--- config.mk ---
export PLATFORM = sky130hd
export DESIGN_NAME = rsd_syndrome_top
export DESIGN_NICKNAME = d
export VERILOG_FILES = /design/src/rtl/rsd_pkg.sv /design/src/rtl/rsd_stream_unpack.sv /design/src/rtl/rsd_horner_cell.sv /design/src/rtl/rsd_verdict.sv /design/src/rtl/rsd_syndrome_top.sv
export SDC_FILE = /design/constraint.sdc
export NUM_CORES = 1
export LEC_CHECK = 0
export ABC_CLOCK_PERIOD_IN_PS = 3550
export BUFFER_PORTS_ARGS = -buffer_cell sky130_fd_sc_hd__clkbuf_2
export CORE_MARGIN = 2
export CORE_UTILIZATION = 50
export CTS_BUF_LIST = sky130_fd_sc_hd__clkbuf_8
export DETAILED_ROUTE_END_ITERATION = 10
export PLACE_DENSITY = 0.71
export SLEW_MARGIN = 10
export SYNTH_ARGS = -nofsm -noshare
export SYNTH_HDL_FRONTEND = slang
export SYNTH_SLANG_ARGS = --single-unit
--- constraint.sdc ---
create_clock -name clk -period 3.55 [get_ports clk]
set_input_delay 0.5325 -clock clk [delete_from_list [all_inputs] [get_ports clk]]
set_output_delay 0.5325 -clock clk [all_outputs]
set_load 0.005 [all_outputs]
--- src/rtl/rsd_pkg.sv ---
package rsd_pkg;

    localparam int SYM_W      = 10;
    localparam int BYTE_W     = 8;
    localparam int DATA_SYMS  = 512;
    localparam int PAR_SYMS   = 8;
    localparam int PAR_BYTES  = (PAR_SYMS * SYM_W) / BYTE_W;
    localparam int PKT_BYTES  = DATA_SYMS + PAR_BYTES;
    localparam int CNT_W      = $clog2(PKT_BYTES);
    localparam int BUF_W      = 2 * BYTE_W;
    localparam int FILL_W     = $clog2(BUF_W + 1);
    localparam int SYN_FLAT_W = PAR_SYMS * SYM_W;

    localparam logic [SYM_W:0] FIELD_POLY = 11'h409;

    typedef logic [SYM_W-1:0] sym_t;

    typedef enum logic {
        PH_DATA   = 1'b0,
        PH_PARITY = 1'b1
    } phase_e;

    typedef struct packed {
        logic valid;
        logic first;
        sym_t value;
    } sym_beat_t;

    function automatic sym_t gf_mul(input sym_t a, input sym_t b);
        sym_t            acc;
        logic [SYM_W:0]  wide;
        acc = '0;
        for (int i = SYM_W - 1; i >= 0; i--) begin
            wide = {acc, 1'b0};
            if (wide[SYM_W]) wide = wide ^ FIELD_POLY;
            acc = wide[SYM_W-1:0];
            if (b[i]) acc = acc ^ a;
        end
        return acc;
    endfunction

    function automatic sym_t gf_alpha_pow(input int n);
        sym_t r;
        r = sym_t'(1);
        for (int k = 0; k < n; k++) r = gf_mul(r, sym_t'(2));
        return r;
    endfunction

endpackage

--- src/rtl/rsd_stream_unpack.sv ---
module rsd_stream_unpack
    import rsd_pkg::*;
(
    input  logic              clk,
    input  logic              rst,
    input  logic              byte_valid,
    input  logic [BYTE_W-1:0] byte_data,
    output sym_beat_t         beat,
    output logic              pkt_done
);

    logic [CNT_W-1:0]  byte_cnt;
    logic [BUF_W-1:0]  bit_buf;
    logic [FILL_W-1:0] fill;

    phase_e            phase;
    logic [BUF_W-1:0]  merged;
    logic [FILL_W-1:0] fill_sum;
    logic              emit;

    always_comb begin
        phase    = (byte_cnt >= CNT_W'(DATA_SYMS)) ? PH_PARITY : PH_DATA;
        merged   = bit_buf | (BUF_W'(byte_data) << fill);
        fill_sum = fill + FILL_W'(BYTE_W);
        emit     = (fill_sum >= FILL_W'(SYM_W));
        pkt_done = byte_valid && (byte_cnt == CNT_W'(PKT_BYTES - 1));
    end

    always_comb begin
        beat = '0;
        if (phase == PH_DATA) begin
            beat.valid = byte_valid;
            beat.first = (byte_cnt == '0);
            beat.value = sym_t'(byte_data);
        end else begin
            beat.valid = byte_valid && emit;
            beat.first = 1'b0;
            beat.value = merged[SYM_W-1:0];
        end
    end

    always_ff @(posedge clk) begin
        if (rst) begin
            byte_cnt <= '0;
            bit_buf  <= '0;
            fill     <= '0;
        end else if (byte_valid) begin
            byte_cnt <= pkt_done ? '0 : byte_cnt + 1'b1;
            if (phase == PH_PARITY) begin
                if (emit) begin
                    bit_buf <= merged >> SYM_W;
                    fill    <= fill_sum - FILL_W'(SYM_W);
                end else begin
                    bit_buf <= merged;
                    fill    <= fill_sum;
                end
            end
        end
    end

endmodule

--- src/rtl/rsd_horner_cell.sv ---
module rsd_horner_cell
    import rsd_pkg::*;
#(
    parameter int ROOT_IDX = 0
) (
    input  logic      clk,
    input  logic      rst,
    input  sym_beat_t beat,
    output sym_t      syn
);

    localparam sym_t ROOT = gf_alpha_pow(ROOT_IDX);

    sym_t scaled;

    always_comb begin
        scaled = beat.first ? '0 : gf_mul(syn, ROOT);
    end

    always_ff @(posedge clk) begin
        if (rst) begin
            syn <= '0;
        end else if (beat.valid) begin
            syn <= scaled ^ beat.value;
        end
    end

endmodule

--- src/rtl/rsd_verdict.sv ---
module rsd_verdict
    import rsd_pkg::*;
(
    input  logic                  clk,
    input  logic                  rst,
    input  logic                  pkt_done,
    input  logic [SYN_FLAT_W-1:0] syn_flat,
    output logic                  syn_valid,
    output logic                  error_present
);

    logic [PAR_SYMS-1:0] nonzero;

    for (genvar g = 0; g < PAR_SYMS; g++) begin : g_nz
        assign nonzero[g] = |syn_flat[g*SYM_W +: SYM_W];
    end

    assign error_present = |nonzero;

    always_ff @(posedge clk) begin
        if (rst) syn_valid <= 1'b0;
        else     syn_valid <= pkt_done;
    end

endmodule

--- src/rtl/rsd_syndrome_top.sv ---
module rsd_syndrome_top
    import rsd_pkg::*;
(
    input  logic                  clk,
    input  logic                  rst,
    input  logic                  byte_valid,
    input  logic [BYTE_W-1:0]     byte_data,
    output logic                  syn_valid,
    output logic [SYN_FLAT_W-1:0] syndromes,
    output logic                  error_present
);

    sym_beat_t beat;
    logic      pkt_done;

    rsd_stream_unpack u_unpack (
        .clk        (clk),
        .rst        (rst),
        .byte_valid (byte_valid),
        .byte_data  (byte_data),
        .beat       (beat),
        .pkt_done   (pkt_done)
    );

    for (genvar i = 0; i < PAR_SYMS; i++) begin : g_cell
        rsd_horner_cell #(.ROOT_IDX(i)) u_cell (
            .clk  (clk),
            .rst  (rst),
            .beat (beat),
            .syn  (syndromes[i*SYM_W +: SYM_W])
        );
    end

    rsd_verdict u_verdict (
        .clk           (clk),
        .rst           (rst),
        .pkt_done      (pkt_done),
        .syn_flat      (syndromes),
        .syn_valid     (syn_valid),
        .error_present (error_present)
    );

endmodule

Word-level counts from Yosys, hierarchy flattened
Cells that the tools add are included.

storage, ports and cells
  flip-flop bits (word level) = 112
  input port bits = 11
  output and inout port bits = 82
  word-level logic and storage cells = 102

cells by class
  add/sub/neg operators = 3
  magnitude comparators = 2
  equality and inequality tests = 1
  shift-type cells = 1
  muxes and demuxes = 41
  bitwise logic cells = 37
  reduce and logical (&&, ||, !) cells = 5

operators by type and width
  cell                                                                                 count
  4-bit 2-to-1 mux                                                                     28
  10-bit 2-to-1 mux                                                                    9
  80-bit OR reduction                                                                  1
  10-bit bitwise XOR                                                                   8
  2-bit NOT                                                                            28
  16-bit 2-to-1 mux                                                                    1
  16-bit bitwise OR                                                                    1
  8-bit by 5-bit left shift with 16-bit output                                         1
  12-bit 2-to-1 mux                                                                    1
  10-bit by 1-bit adder with 10-bit output, second input constant                      1
  10-bit == test, second input constant                                                1
  10-bit greater-or-equal comparator, second input constant                            1
  10-bit logical NOT                                                                   1
  5-bit by 4-bit adder with 5-bit output, second input constant                        1
  5-bit by 4-bit greater-or-equal comparator with 1-bit output, second input constant  1
  5-bit 2-to-1 mux                                                                     1
  5-bit by 4-bit subtractor with 5-bit output, second input constant                   1
  1-bit logical AND                                                                    2
  2-bit AND reduction                                                                  1
  1-bit 2-to-1 mux                                                                     1

Logic depth before layout (Yosys ltp)
Gate-level depths: netlist of run 1.

  depth after elaboration = 16
  depth in mapped cells = 12
  gate-level depth less buffers = 8

Hierarchy
From an unflattened synthesis of run 1, not the netlist that was laid out.

unflattened totals
  cell total of the unflattened synthesis = 736
  area, all modules = 6,389.9 um2

by module, submodules not included
  module                              instances  cells an instance  area each (um2)  seq. area each (um2)
  rsd_stream_unpack                   1          211                1,795.5          600.6
  rsd_horner_cell (g_cell[7].u_cell)  1          84                 764.5            200.2
  rsd_horner_cell (g_cell[0].u_cell)  1          66                 573.0            200.2
  rsd_horner_cell (g_cell[6].u_cell)  1          60                 528.0            200.2
  rsd_horner_cell (g_cell[5].u_cell)  1          59                 516.7            200.2
  rsd_horner_cell (g_cell[4].u_cell)  1          58                 510.5            200.2
  rsd_horner_cell (g_cell[3].u_cell)  1          57                 508.0            200.2
  rsd_horner_cell (g_cell[2].u_cell)  1          56                 499.2            200.2
  rsd_horner_cell (g_cell[1].u_cell)  1          55                 493.0            200.2
  rsd_verdict                         1          30                 201.4            20.0

Least setup slack after synthesis of run 1
No wires, ideal clock.

  path kind = reg2reg
  start = reg u_unpack.fill[3]
  end = reg g_cell[1].u_cell.syn[0]
  library setup time = 0.070 ns
  arrival time = 2.418 ns
  data required time = 3.480 ns
  setup slack = 1.062 ns
  stages on the path, launching flop included = 10
  path buffers = 4
  clock period less this slack = 2.488 ns
  cells stage by stage = dfxtp_1 > clkbuf_1 > inv_1 > ha_1 > a221oi_1 > clkbuf_1 > buf_2 > clkbuf_1 > nand2_1 > a21oi_1

on the way
  longest elaborated chain between the ends = 4
  elaborated cells between the ends (all ways) = 7
  classes of those cells = add/sub: 1; order compare: 1; shift: 1; mux: 1; bitwise: 2; reduce/logical: 1

ends and longest elaborated chain
  what                                                                                                    RTL line                                          source
  start, declared                                                                                         rsd_stream_unpack.sv:14                           logic [FILL_W-1:0] fill;
  start signal, assigned                                                                                  rsd_stream_unpack.sv:52                           fill <= fill_sum - FILL_W'(SYM_W);
  start signal, assigned                                                                                  rsd_stream_unpack.sv:55                           fill <= fill_sum;
  5-bit by 4-bit adder with 5-bit output or 8-bit by 5-bit left shift with 16-bit output (tied branches)  rsd_stream_unpack.sv:24, rsd_stream_unpack.sv:23
  5-bit by 4-bit greater-or-equal comparator with 1-bit output or 16-bit bitwise OR (tied branches)       rsd_stream_unpack.sv:25, rsd_stream_unpack.sv:23
  1-bit logical AND or 12-bit 2-to-1 mux (tied branches)                                                  rsd_stream_unpack.sv:36, rsd_stream_unpack.sv:31
  12-bit 2-to-1 mux (*)                                                                                   rsd_stream_unpack.sv:31                           if (phase == PH_DATA) begin
  end signal, assigned                                                                                    rsd_horner_cell.sv:24                             syn <= scaled ^ beat.value;
  end, declared                                                                                           rsd_horner_cell.sv:9                              output sym_t syn

Every way passes the cells marked *; elsewhere a longest branch is shown, timed or not.
A chain may end at the register's enable or synchronous reset.

Worst setup path in the final report of run 1
  start = reg u_unpack.byte_cnt[0]
  end = reg g_cell[3].u_cell.syn[1]

on the way
  longest elaborated chain between the ends = 5
  elaborated cells between the ends (all ways) = 6
  classes of those cells = order compare: 1; mux: 3; bitwise: 1; reduce/logical: 1

ends and longest elaborated chain
  what                                RTL line                 source
  start, declared                     rsd_stream_unpack.sv:12  logic [CNT_W-1:0] byte_cnt;
  start signal, assigned              rsd_stream_unpack.sv:48  byte_cnt <= pkt_done ? '0 : byte_cnt + 1'b1;
  10-bit greater-or-equal comparator  rsd_stream_unpack.sv:22  phase = (byte_cnt >= CNT_W'(DATA_SYMS)) ? PH_PARITY : PH_DATA;
  1-bit 2-to-1 mux                    rsd_stream_unpack.sv:22
  12-bit 2-to-1 mux (*)               rsd_stream_unpack.sv:31
  10-bit 2-to-1 mux                   rsd_horner_cell.sv:17    scaled = beat.first ? '0 : gf_mul(syn, ROOT);
  10-bit bitwise XOR                  rsd_horner_cell.sv:24
  end signal, assigned                rsd_horner_cell.sv:24
  end, declared                       rsd_horner_cell.sv:9

Marked as above.

==> metrics, run 1 <==
GR peak layer=met2; worst reg-to-reg path cell count=8; grt ovf=0; number of max-cap violations=0; Hold Violations, Final=0; clk slew on worst S/H paths=0.10 ns; Max Fclk=351 MHz; Critical Path End=g_cell[3].u_cell.syn[1]; grt met3 use=6.64%; fin area=0.00690 mm^2; final-layout fill cell count=1160; CP Launch Point=u_unpack.byte_cnt[0]; CTS buffer count=9; CTS Hold Bufs=0; worst reg2reg path startpoint=u_unpack.byte_cnt[0]; GR Util All Layers=28.1%; Antenna Nets Post-Route=0; CP Launch Type=register; reg-to-reg slack, setup=0.70 ns; met2 usage=44.6%; initial DRC count=534; #FFs+latches synth=111; die width=115 um; global placer's final weighted congestion=0.926; Pleak=2.74 nW; DR vias/cell=6.02; DRT Wirelength=18.1 mm; HPWL Detailed=12.5 mm; slew at the pin closest to its max-slew limit=1.05 ns; CORE AREA=0.0120 mm^2; maximum vdd drop=0.000317 V; largest family of logic cells by synthesized area=simple AND/OR/NAND/NOR gates; Ys Warns=0; final setup fails=0; Post-synth ARST share=0%; mux cell area share after synthesis=4.25%; worst reg2reg endpoint=g_cell[3].u_cell.syn[1]; first-pass GRT wire length=29.4 mm; root buf cell=clkbuf_8; EDFF count, synth=0; setup repair after global routing missed its margin=false; top cell type's share of synthesized area=36.1%; Rel. slew slack=30.0%; setup TNS=0 ns; PwrDens=396 mW/mm^2; Vias=6016; clock sinks=111; Pwr Total=2.73 mW; number of setup buffers added after CTS=0; status=complete, no violations; largest net degree at the start of global routing=95; H-tree levels=3; period utilization=80.2%; Final Skew=0.0166 ns; Unique masters post-synth=60; I/O pins=93; crit path max fanout=41; clk_lat worst skew=0.39 ns; Net Count, Synth=802; Post-Synth Simple-Gate Area=23.2%; Synth Area in Adders=1.22%; routed len/inst=18.1 um; Critical Path Sink Type=register; CTS tree=done; GR Layer Usage met1=37.8%; post-synthesis cell area=0.00616 mm^2; drt drc=0; number of global-route vias before repair=5557; max-slew violation count=0; Port Buffers=92; Initial Utilization=51.3%; Placement Rows=40; share of layout cells above drive strength 1=16.8%; placed inst area=0.00671 mm^2; DIE HEIGHT=115 um; hold_sp=u_unpack.bit_buf[7]; Mapped Cells=785; XOR/XNOR Fraction of Synth Area=9.82%; critical path class=register to register; Synth Area per Inst=7.84 um^2; post-synthesis compound-gate area fraction=20.2%; cell type with the largest total area after synthesis=dfxtp_1; required time worst endpoint=3.79 ns; top_reg_cell synth=dfxtp_1; Resized cells post-CTS=0; CTS max path bufs=2; Synth area leaders=dfxtp_1, xnor2_1, nor2_1; P&R area growth vs syn=12.0%; initial antenna violation count=0; die area=0.0132 mm^2; Final Critical Period=2.85 ns; DR pass1 iterations=5; worst hold path class=register to register; # diodes=0; CP arrival=3.09 ns; post-layout net count=865; sequential share of the synthesized area=36.1%
## cell families after synthesis
| kind of cell | Yosys count |
|---|---|
| fa+ha+maj | 6 |
| xor+xnor | 69 |
| simple gates | 310 |
| compound gates | 195 |
| mux | 23 |
| flops | 111 |
| buf+inv | 71 |
## critical path, cell delays in order (launching register included)
cell	delay, ns
dfxtp_1	0.37
inv_1	0.08
ha_1	0.15
or4b_1	0.51
or3_2	0.81
buf_12	0.32
and3_1	0.18
o21ai_0	0.19
a21oi_1	0.09
## where the power goes
| part | switching (mW) | leakage (nW) | internal (mW) |
|---|---|---|---|
| Combinational | 0.318 | 1.72 | 0.223 |
| Sequential | 0.112 | 0.910 | 1.32 |
| Clock | 0.439 | 0.108 | 0.324 |
## layer usage
metal	share of wire, %	routed length, um
met3	7.2	1310
met5	0	0
met2	47	8440
met4	2.5	452
met1	44	7880
## worst min path at each step
stage,end,depth (start not counted)
final,u_unpack.bit_buf[7],2
after floorplan,u_unpack.bit_buf[6],2
after detailed placement,u_unpack.bit_buf[7],2
after global routing,u_unpack.bit_buf[9],2
after global placement,u_unpack.bit_buf[6],2
after CTS,u_unpack.bit_buf[7],2
## cell type report
| type | instances | area (um^2) | share of cell area, % |
|---|---|---|---|
| Multi-Input combinational cell | 603 | 3640 | 52.8 |
| Sequential cell | 111 | 2220 | 32.2 |
| Timing Repair Buffer | 111 | 616 | 8.93 |
| Clock buffer | 9 | 124 | 1.80 |
| Tap cell | 147 | 184 | 2.67 |
| Inverter | 12 | 45.0 | 0.653 |
| Clock inverter | 7 | 63.8 | 0.925 |
## cell usage in the layout (no fill, tap or decap), types with 20 or more instances in the layout
cell	count
dfxtp_1	111
nor2_1	102
nand2_1	97
clkbuf_2	91
a21oi_1	71
xnor2_1	44
a211oi_1	39
xor2_1	25
nor4_1	23
o21ai_0	23
nor3_1	20
## registers in the layout, summed over array words and instances, names as in the netlist
name and count:
u_unpack.byte_cnt 10, g_cell.u_cell.syn 80, u_unpack.fill 4, u_verdict.syn_valid 1, u_unpack.bit_buf 16
## synthesized netlist by cell type, types with 3 or more instances
cell and n:
a21o_1 6, a22oi_1 5, ha_1 6, nor4_1 23
clkbuf_1 40, a211o_1 5, mux2i_1 16, buf_6 4
buf_1 3, o22ai_1 3, o211ai_1 4, nand4_1 8
xnor2_1 44, inv_1 11, o21ai_1 4, nor2_1 102
mux2_2 5, buf_4 3, o21ai_0 24, a221oi_1 4
and3_1 19, nor4b_1 3, nand3_1 13, nand2b_1 5
buf_2 9, a21oi_1 71, or3_1 3, dfxtp_1 111
xor2_1 25, a31oi_1 13, a211oi_1 40, nand2_1 97
nor3_1 20, or2_2 3
## through the flow
step                hold slack, ns  instances  utilization (%)  worst slack, ns
global placement             0.448        984             55.8            0.823
floorplan                    0.431        785                -             1.06
finish                       0.482       1000             57.4            0.703
CTS                          0.482       1000             57.4            0.715
global route                 0.514       1000             57.4            0.450
detailed placement           0.459        984             55.8            0.720
Note: power is estimated with default switching activity, not from simulation.
==> run 2, diff against run 1 <==
--- a/config.mk
+++ b/config.mk
@@ -5,7 +5,8 @@
 export SDC_FILE = /design/constraint.sdc
 export NUM_CORES = 1
 export LEC_CHECK = 0
-export ABC_CLOCK_PERIOD_IN_PS = 3550
+export ABC_AREA = 1
+export ABC_CLOCK_PERIOD_IN_PS = 2700
 export BUFFER_PORTS_ARGS = -buffer_cell sky130_fd_sc_hd__clkbuf_2
 export CORE_MARGIN = 2
 export CORE_UTILIZATION = 50
==> constraint.sdc (replaced) <==
create_clock -name clk -period 2.7 [get_ports clk]
set_input_delay 0.405 -clock clk [delete_from_list [all_inputs] [get_ports clk]]
set_output_delay 0.405 -clock clk [all_outputs]
set_load 0.005 [all_outputs]
==> run 2 against run 1 <==
  * Clock skew fell by 0.0052 ns
  * First-iteration DRC count is 31% higher
  * Clock-buffer cell count did not move
  * Cell count is 33% higher
  * Final area up 8.2%
  * Non-clock buffer count fell by 1
  * Fmax up 16%
  * Synthesized area grew 7.9%
  * Sequential cell count did not move
  * Setup slack worse by 0.46 ns
  * Highest routed layer unchanged
==> metrics, run 2 <==
drt drc=0 (unchanged); crit-path max cell delay=0.52 ns (-0.29 ns); required time worst endpoint=3.04 ns (-0.75 ns); P&R area growth vs syn=12.3%; CTS buffer count=9 (unchanged); I/O pins=93 (unchanged); number of global-route vias before repair=6363 (+15%); Largest regs=g_cell.u_cell.syn: 80 flops, u_unpack.bit_buf: 16 flops, u_unpack.byte_cnt: 10 flops; Final Skew=0.0114 ns (-0.00516 ns); Placement Rows=42 (+5.0%); setup TNS=0 ns (unchanged); Biggest register=g_cell.u_cell.syn; Ys Warns=0 (unchanged); Initial Utilization=50.8% (-0.49 points); die area=0.0142 mm^2 (+7.6%); CTS max path bufs=2 (unchanged); global placer's final weighted congestion=0.993 (+7.2%); top_reg_cell synth=dfxtp_1; Post-synth ARST share=0% (unchanged); Max Fclk=407 MHz (+16%); Synth area leaders=dfxtp_1, nand2_1, nor2_1; initial antenna violation count=0 (unchanged); top cell type's share of synthesized area=33.4% (-2.6 points); switching power=1.22 mW (+40%); post-synthesis cell area=0.00664 mm^2 (+7.9%); H-tree levels=3 (unchanged); routed len/inst=15.9 um (-12%); multi-input combinational cell area=0.00376 mm^2 (+3.3%); Mapped Cells=1068 (+36%); Hold Violations, Final=0 (unchanged); clock sinks=111 (unchanged); Net Count, Synth=1085 (+35%); final setup fails=0 (unchanged); grt ovf=0 (unchanged); Synth top cells by count=nand2_1, nor2_1, dfxtp_1; Unique masters post-synth=40 (-33%); Synth Area per Inst=6.22 um^2 (-21%); max reg flops=80 (unchanged); GR Util All Layers=30.0% (+1.9 points); CORE AREA=0.0131 mm^2 (+8.9%); cell type with the largest total area after synthesis=dfxtp_1; # diodes=0 (unchanged); setup repair after global routing missed its margin=false; switching part of the total=33.4% (+1.6 points); final-layout fill cell count=1323 (+14%); root buf cell=clkbuf_8; Rel. slew slack=59.0% (+29 points); die width=119 um (+3.7%); most frequent cells in the layout=nand2_1, nor2_1, dfxtp_1; clk slew on worst S/H paths=0.11 ns (about the same); Seq pwr share=50.9% (-1.4 points); DRT Wirelength=21.0 mm (+16%); WP buf/inv=3 (+1); register area=0.00222 mm^2 (unchanged); largest net degree at the start of global routing=50 (-47%); Pleak=3.69 nW (+34%); sequential share of the synthesized area=33.4% (-2.6 points); clock power share=29.5% (+1.6 points); maximum vdd drop=0.000272 V (-14%); max-slew violation count=0 (unchanged); internal power=2.42 mW (+30%); crit path max fanout=11 (-73%); #FFs+latches synth=111 (unchanged); critical path, cell by cell=inv_2 > ha_1 > inv_1 > o21ai_1 > nand2_2 > o21ai_4 > nor2_2 > nand2_1 > inv_2 > nor2_1 > nor2_1; kind of cell adding the most delay to the critical path=simple AND/OR/NAND/NOR gates; PwrDens=488 mW/mm^2 (+23%); CTS tree=done; CP Launch Type=register; Antenna Nets Post-Route=0 (unchanged); number of max-cap violations=0 (unchanged); critical path class=register to register; CP max-delay cell=dfxtp_1; Final Critical Period=2.46 ns (-0.389 ns); share of layout cells above drive strength 1=13.9% (-2.9 points); Vias=7176 (+19%); DIE HEIGHT=119 um (+3.7%); period utilization=91.1% (+11 points); combinational share of power=19.6% (-0.2 points); initial DRC count=697 (+31%); worst hold path class=input port to register; first-pass GRT wire length=33.8 mm (+15%); slew at the pin closest to its max-slew limit=0.614 ns (-0.436 ns); HPWL Detailed=15.2 mm (+22%); clk_lat worst skew=0.40 ns (about the same); status=complete, no violations; number of setup buffers added after CTS=0 (unchanged); most common cell after layout, fill and taps aside=nand2_1; DR vias/cell=5.41 (-10%); DR pass1 iterations=5 (unchanged); Critical Path Sink Type=register; CP arrival=2.80 ns (-0.29 ns); post-layout net count=1163 (+34%); top-count cell post-synth=nand2_1; Port Buffers=92 (unchanged); EDFF count, synth=0 (unchanged); WHS=0.427 ns (-0.0553 ns)
==> run 2: cell types whose count changed in the layout (fill, tap and decap cells not counted), moves of 17 or more <==
cell,before,now
xor2_1,25,8
o21ai_0,23,67
a21oi_1,71,25
nand2_1,97,281
and3_1,19,0
nand3_1,13,93
inv_1,14,103
a211oi_1,39,2
nor2_1,102,200
xnor2_1,44,16
==> run 2: routing by layer <==
layer,track usage [%],part of all wire [%],vias to the layer above
met5,0,0,-
met4,13.2,3.1,0
met3,3.98,9.5,49
met2,46.2,43,351
met1,41.9,44,3209
li1,-,-,3567
==> run 2: cells by family (layout without fill, tap and decap cells) <==
| kind of cell | Yosys count | after routing | share of synthesized area (%) |
|---|---|---|---|
| buffers and inverters | 155 | 238 | 10.1 |
| DFF | 111 | 111 | 33.4 |
| xor gates and xnor gates | 24 | 24 | 3.16 |
| AOI/OAI and AO/OA | 126 | 126 | 10.8 |
| and+or+nand+nor | 646 | 646 | 41.4 |
| adders and majority gates | 6 | 6 | 1.13 |
==> run 2: final timing paths <==
| kind | cells past startpoint | slack, ns | startpoint | endpoint |
|---|---|---|---|---|
| max | 11 | 0.24 | u_unpack.fill[2] | g_cell[4].u_cell.syn[2] |
| min | 3 | 0.43 | byte_valid | u_unpack.byte_cnt[1] |
| max reg2reg | 11 | 0.24 | u_unpack.fill[2] | g_cell[4].u_cell.syn[2] |
| min reg2reg | 2 | 0.50 | u_unpack.bit_buf[6] | u_unpack.bit_buf[6] |
==> run 2: layout make-up <==
cell class              count  area share, %
well taps                 176           2.95
flip-flops and latches    111           29.8
inverters                 112           5.67
clock inverters             7          0.990
repair buffers            110           8.49
multi-input cells         802           50.4
clock buffers               9           1.66
==> run 2: timing repair <==
item	4_1_cts	5_1_grt
hold buffers	0	0
endpoints found under the setup margin	0	1
resized for setup	0	1
==> run 2: worst register-to-register path: stages (launching register included) <==
cell and delay [ns]:
dfxtp_1 0.52, inv_2 0.17, ha_1 0.23, inv_1 0.08
o21ai_1 0.07, nand2_2 0.13, o21ai_4 0.15, nor2_2 0.46
nand2_1 0.23, inv_2 0.21, nor2_1 0.06, nor2_1 0.09
==> run 2: per-stage QoR <==
step / utilization, % / cells / power, mW / area, um^2 / worst slack [ns]
global placement: 55.5 / 1311 / 2.58 / 7260 / 0.358
detailed placement: 55.5 / 1311 / 2.59 / 7260 / 0.314
global route: 57.0 / 1327 / 3.80 / 7460 / 0.0837
finish: 57.0 / 1327 / 3.64 / 7460 / 0.241
CTS: 57.0 / 1327 / 3.63 / 7450 / 0.275
floorplan: - / 1068 / 2.32 / 6640 / 0.786
==> run 2: power groups by stage <==
stage,sequential (mW),clock (mW),combinational (mW)
global placement,1.89,0,0.696
detailed placement,1.89,0,0.702
finish,1.85,1.07,0.712
CTS,1.85,1.08,0.706
global route,1.87,1.13,0.800
floorplan,1.85,0,0.472
==> run 3, diff against run 2 <==
--- a/config.mk
+++ b/config.mk
@@ -8,9 +8,8 @@
 export ABC_AREA = 1
 export ABC_CLOCK_PERIOD_IN_PS = 2700
 export BUFFER_PORTS_ARGS = -buffer_cell sky130_fd_sc_hd__clkbuf_2
-export CORE_MARGIN = 2
 export CORE_UTILIZATION = 50
-export CTS_BUF_LIST = sky130_fd_sc_hd__clkbuf_8
+export CTS_BUF_LIST = sky130_fd_sc_hd__clkbuf_4
 export DETAILED_ROUTE_END_ITERATION = 10
 export PLACE_DENSITY = 0.71
 export SLEW_MARGIN = 10
==> run 3 against run 2 <==
  * Total power fell by 5.3%
  * Sequential power about the same
  * Clock-buffer cell count up 1
  * Sequential share of layout area is 0.23 points higher
  * Non-clock buffer count rose by 5
  * Hold slack worse by 0.089 ns
  * Critical path depth fell by 6
  * Wire length grew 0.35%
  * Combinational power shrank 0.6%
  * Largest cell class unchanged
==> metrics, run 3 (synthesis results as in run 2) <==
crit path max fanout=6 (-5); CP arrival=2.06 ns (-0.74 ns); HPWL Detailed=15.2 mm (+0.19%); Initial Utilization=52.0% (+1.2 points); drt drc=0 (unchanged); Final Skew=0.0176 ns (+0.00621 ns); CTS Hold Bufs=0 (unchanged); DIE HEIGHT=117 um (-1.7%); P&R area growth vs syn=11.4%; Final Instance Count excl. Fillers=1329 (+0.15%); register area=0.00222 mm^2 (unchanged); CP max-delay cell=dfxtp_1; status=complete, no violations; Final Critical Period=2.46 ns (+0.00385 ns); CORE AREA=0.0128 mm^2 (-2.4%); number of setup buffers added after CTS=0 (unchanged); setup repair after global routing missed its margin=false; Pleak=3.68 nW (-0.28%); GR Util All Layers=31.7% (+1.8 points); Max Fclk=406 MHz (-0.16%); Resized cells post-CTS=0 (unchanged); final setup fails=0 (unchanged); root buf cell=clkbuf_4; H-tree levels=3 (unchanged); largest net degree at the start of global routing=37 (-26%); final-layout fill cell count=1310 (-0.98%); worst hold path class=input port to register; die area=0.0138 mm^2 (-3.3%); max reg flops=80 (unchanged); crit-path max cell delay=0.44 ns (-0.08 ns); period utilization=91.2% (+0.14 points); Largest regs=g_cell.u_cell.syn: 80 flops, u_unpack.bit_buf: 16 flops, u_unpack.byte_cnt: 10 flops; I/O pins=93 (unchanged); grt ovf=0 (unchanged); global placer's final weighted congestion=0.939 (-5.4%); CP Launch Type=register; initial DRC count=598 (-14%); share of layout cells above drive strength 1=14.1% (+0.20 points); max-slew violation count=0 (unchanged); Vias=7105 (-0.99%); setup TNS=0 ns (unchanged); Rel. slew slack=60.5% (+1.5 points); Antenna Nets Post-Route=0 (unchanged); most frequent cells in the layout=nand2_1, nor2_1, dfxtp_1; clk slew on worst S/H paths=0.18 ns (+0.07 ns); most common cell after layout, fill and taps aside=nand2_1; DRT Wirelength=21.1 mm (+0.35%); initial antenna violation count=1 (+1); clk_lat worst skew=0.49 ns (+0.09 ns); Critical Path Sink Type=primary output; required time worst endpoint=2.30 ns (-0.74 ns); CTS tree=done; kind of cell adding the most delay to the critical path=simple AND/OR/NAND/NOR gates; CTS buffer count=9 (unchanged); critical path, cell by cell=nor4_1 > nand4_1 > nor2_1 > nand3b_1 > clkbuf_2; multi-input combinational cell area=0.00376 mm^2 (-0.13%); die width=117 um (-1.7%); critical path class=register to primary output; PwrDens=466 mW/mm^2 (-4.6%); DR pass1 iterations=5 (unchanged); post-layout net count=1168 (+0.43%); clock sinks=111 (unchanged); Placement Rows=41 (-2.4%); maximum vdd drop=0.000220 V (-19%); slew at the pin closest to its max-slew limit=0.591 ns (-0.0224 ns); DR vias/cell=5.35 (-1.1%); number of global-route vias before repair=6141 (-3.5%); first-pass GRT wire length=32.8 mm (-2.8%); placed insts=1312 (+0.076%); routed len/inst=15.9 um (+0.20%); CTS max path bufs=2 (unchanged); Biggest register=g_cell.u_cell.syn; WP buf/inv=1 (-2); Hold Violations, Final=0 (unchanged); Port Buffers=92 (unchanged); number of max-cap violations=0 (unchanged)
[run 3: cell types whose count changed in the layout (fill, tap and decap cells not counted), sizes merged]
cell,previous run,this run
diode,0,1
clkinv,3,5
clkbuf,101,102
inv,113,112
buf,18,23
clkinvlp,2,0
[run 3: final cells by class]
type	count	share of cell area, %
well taps	172	2.91
flip-flops and latches	111	30.0
diodes	1	0.0338
inverters	112	5.71
repair buffers	115	8.72
clock buffers	10	1.01
multi-input cells	802	50.8
clock inverters	6	0.811
[run 3: layer usage]
metal	GRT usage (%)	wire (um)	share of wire [%]
met5	0	0	0
met3	3.35	1640	7.8
met1	44.9	9630	46
met4	12.7	540	2.6
met2	49.4	9300	44
[run 3: metrics by stage]
step / util (%) / worst slack, ns / total power, mW / hold WS [ns] / cell area [um^2]
after floorplan: - / 0.786 / 2.32 / 0.460 / 6640
after global placement: 56.9 / 0.583 / 2.58 / 0.475 / 7260
after detailed placement: 56.9 / 0.550 / 2.59 / 0.480 / 7260
after CTS: 57.9 / 0.269 / 3.44 / 0.313 / 7400
after global routing: 57.9 / 0.168 / 3.62 / 0.310 / 7400
final: 57.9 / 0.237 / 3.45 / 0.338 / 7400
[run 3: worst paths after layout]
check	startpoint	endpoint	slack (ns)	cells past startpoint
worst max-delay path	g_cell[3].u_cell.syn[8]	error_present	0.24	5
worst min-delay path	byte_valid	u_unpack.byte_cnt[1]	0.34	3
worst max register to register	u_unpack.fill[4]	g_cell[3].u_cell.syn[7]	0.48	11
worst min register to register	u_unpack.bit_buf[9]	u_unpack.bit_buf[9]	0.50	2
[run 3: where the power goes]
group	internal [mW]	switching, mW
Sequential	1.73	0.131
Clock	0.292	0.589
Combinational	0.265	0.443
[run 3: worst register-to-register path: cells and delay by family, from the launching register on]
family	cells	cell delay, ns
compound gates	1	0.07
fa+ha+maj	1	0.27
buf+inv	4	0.52
flops	1	0.45
simple gates	5	0.89
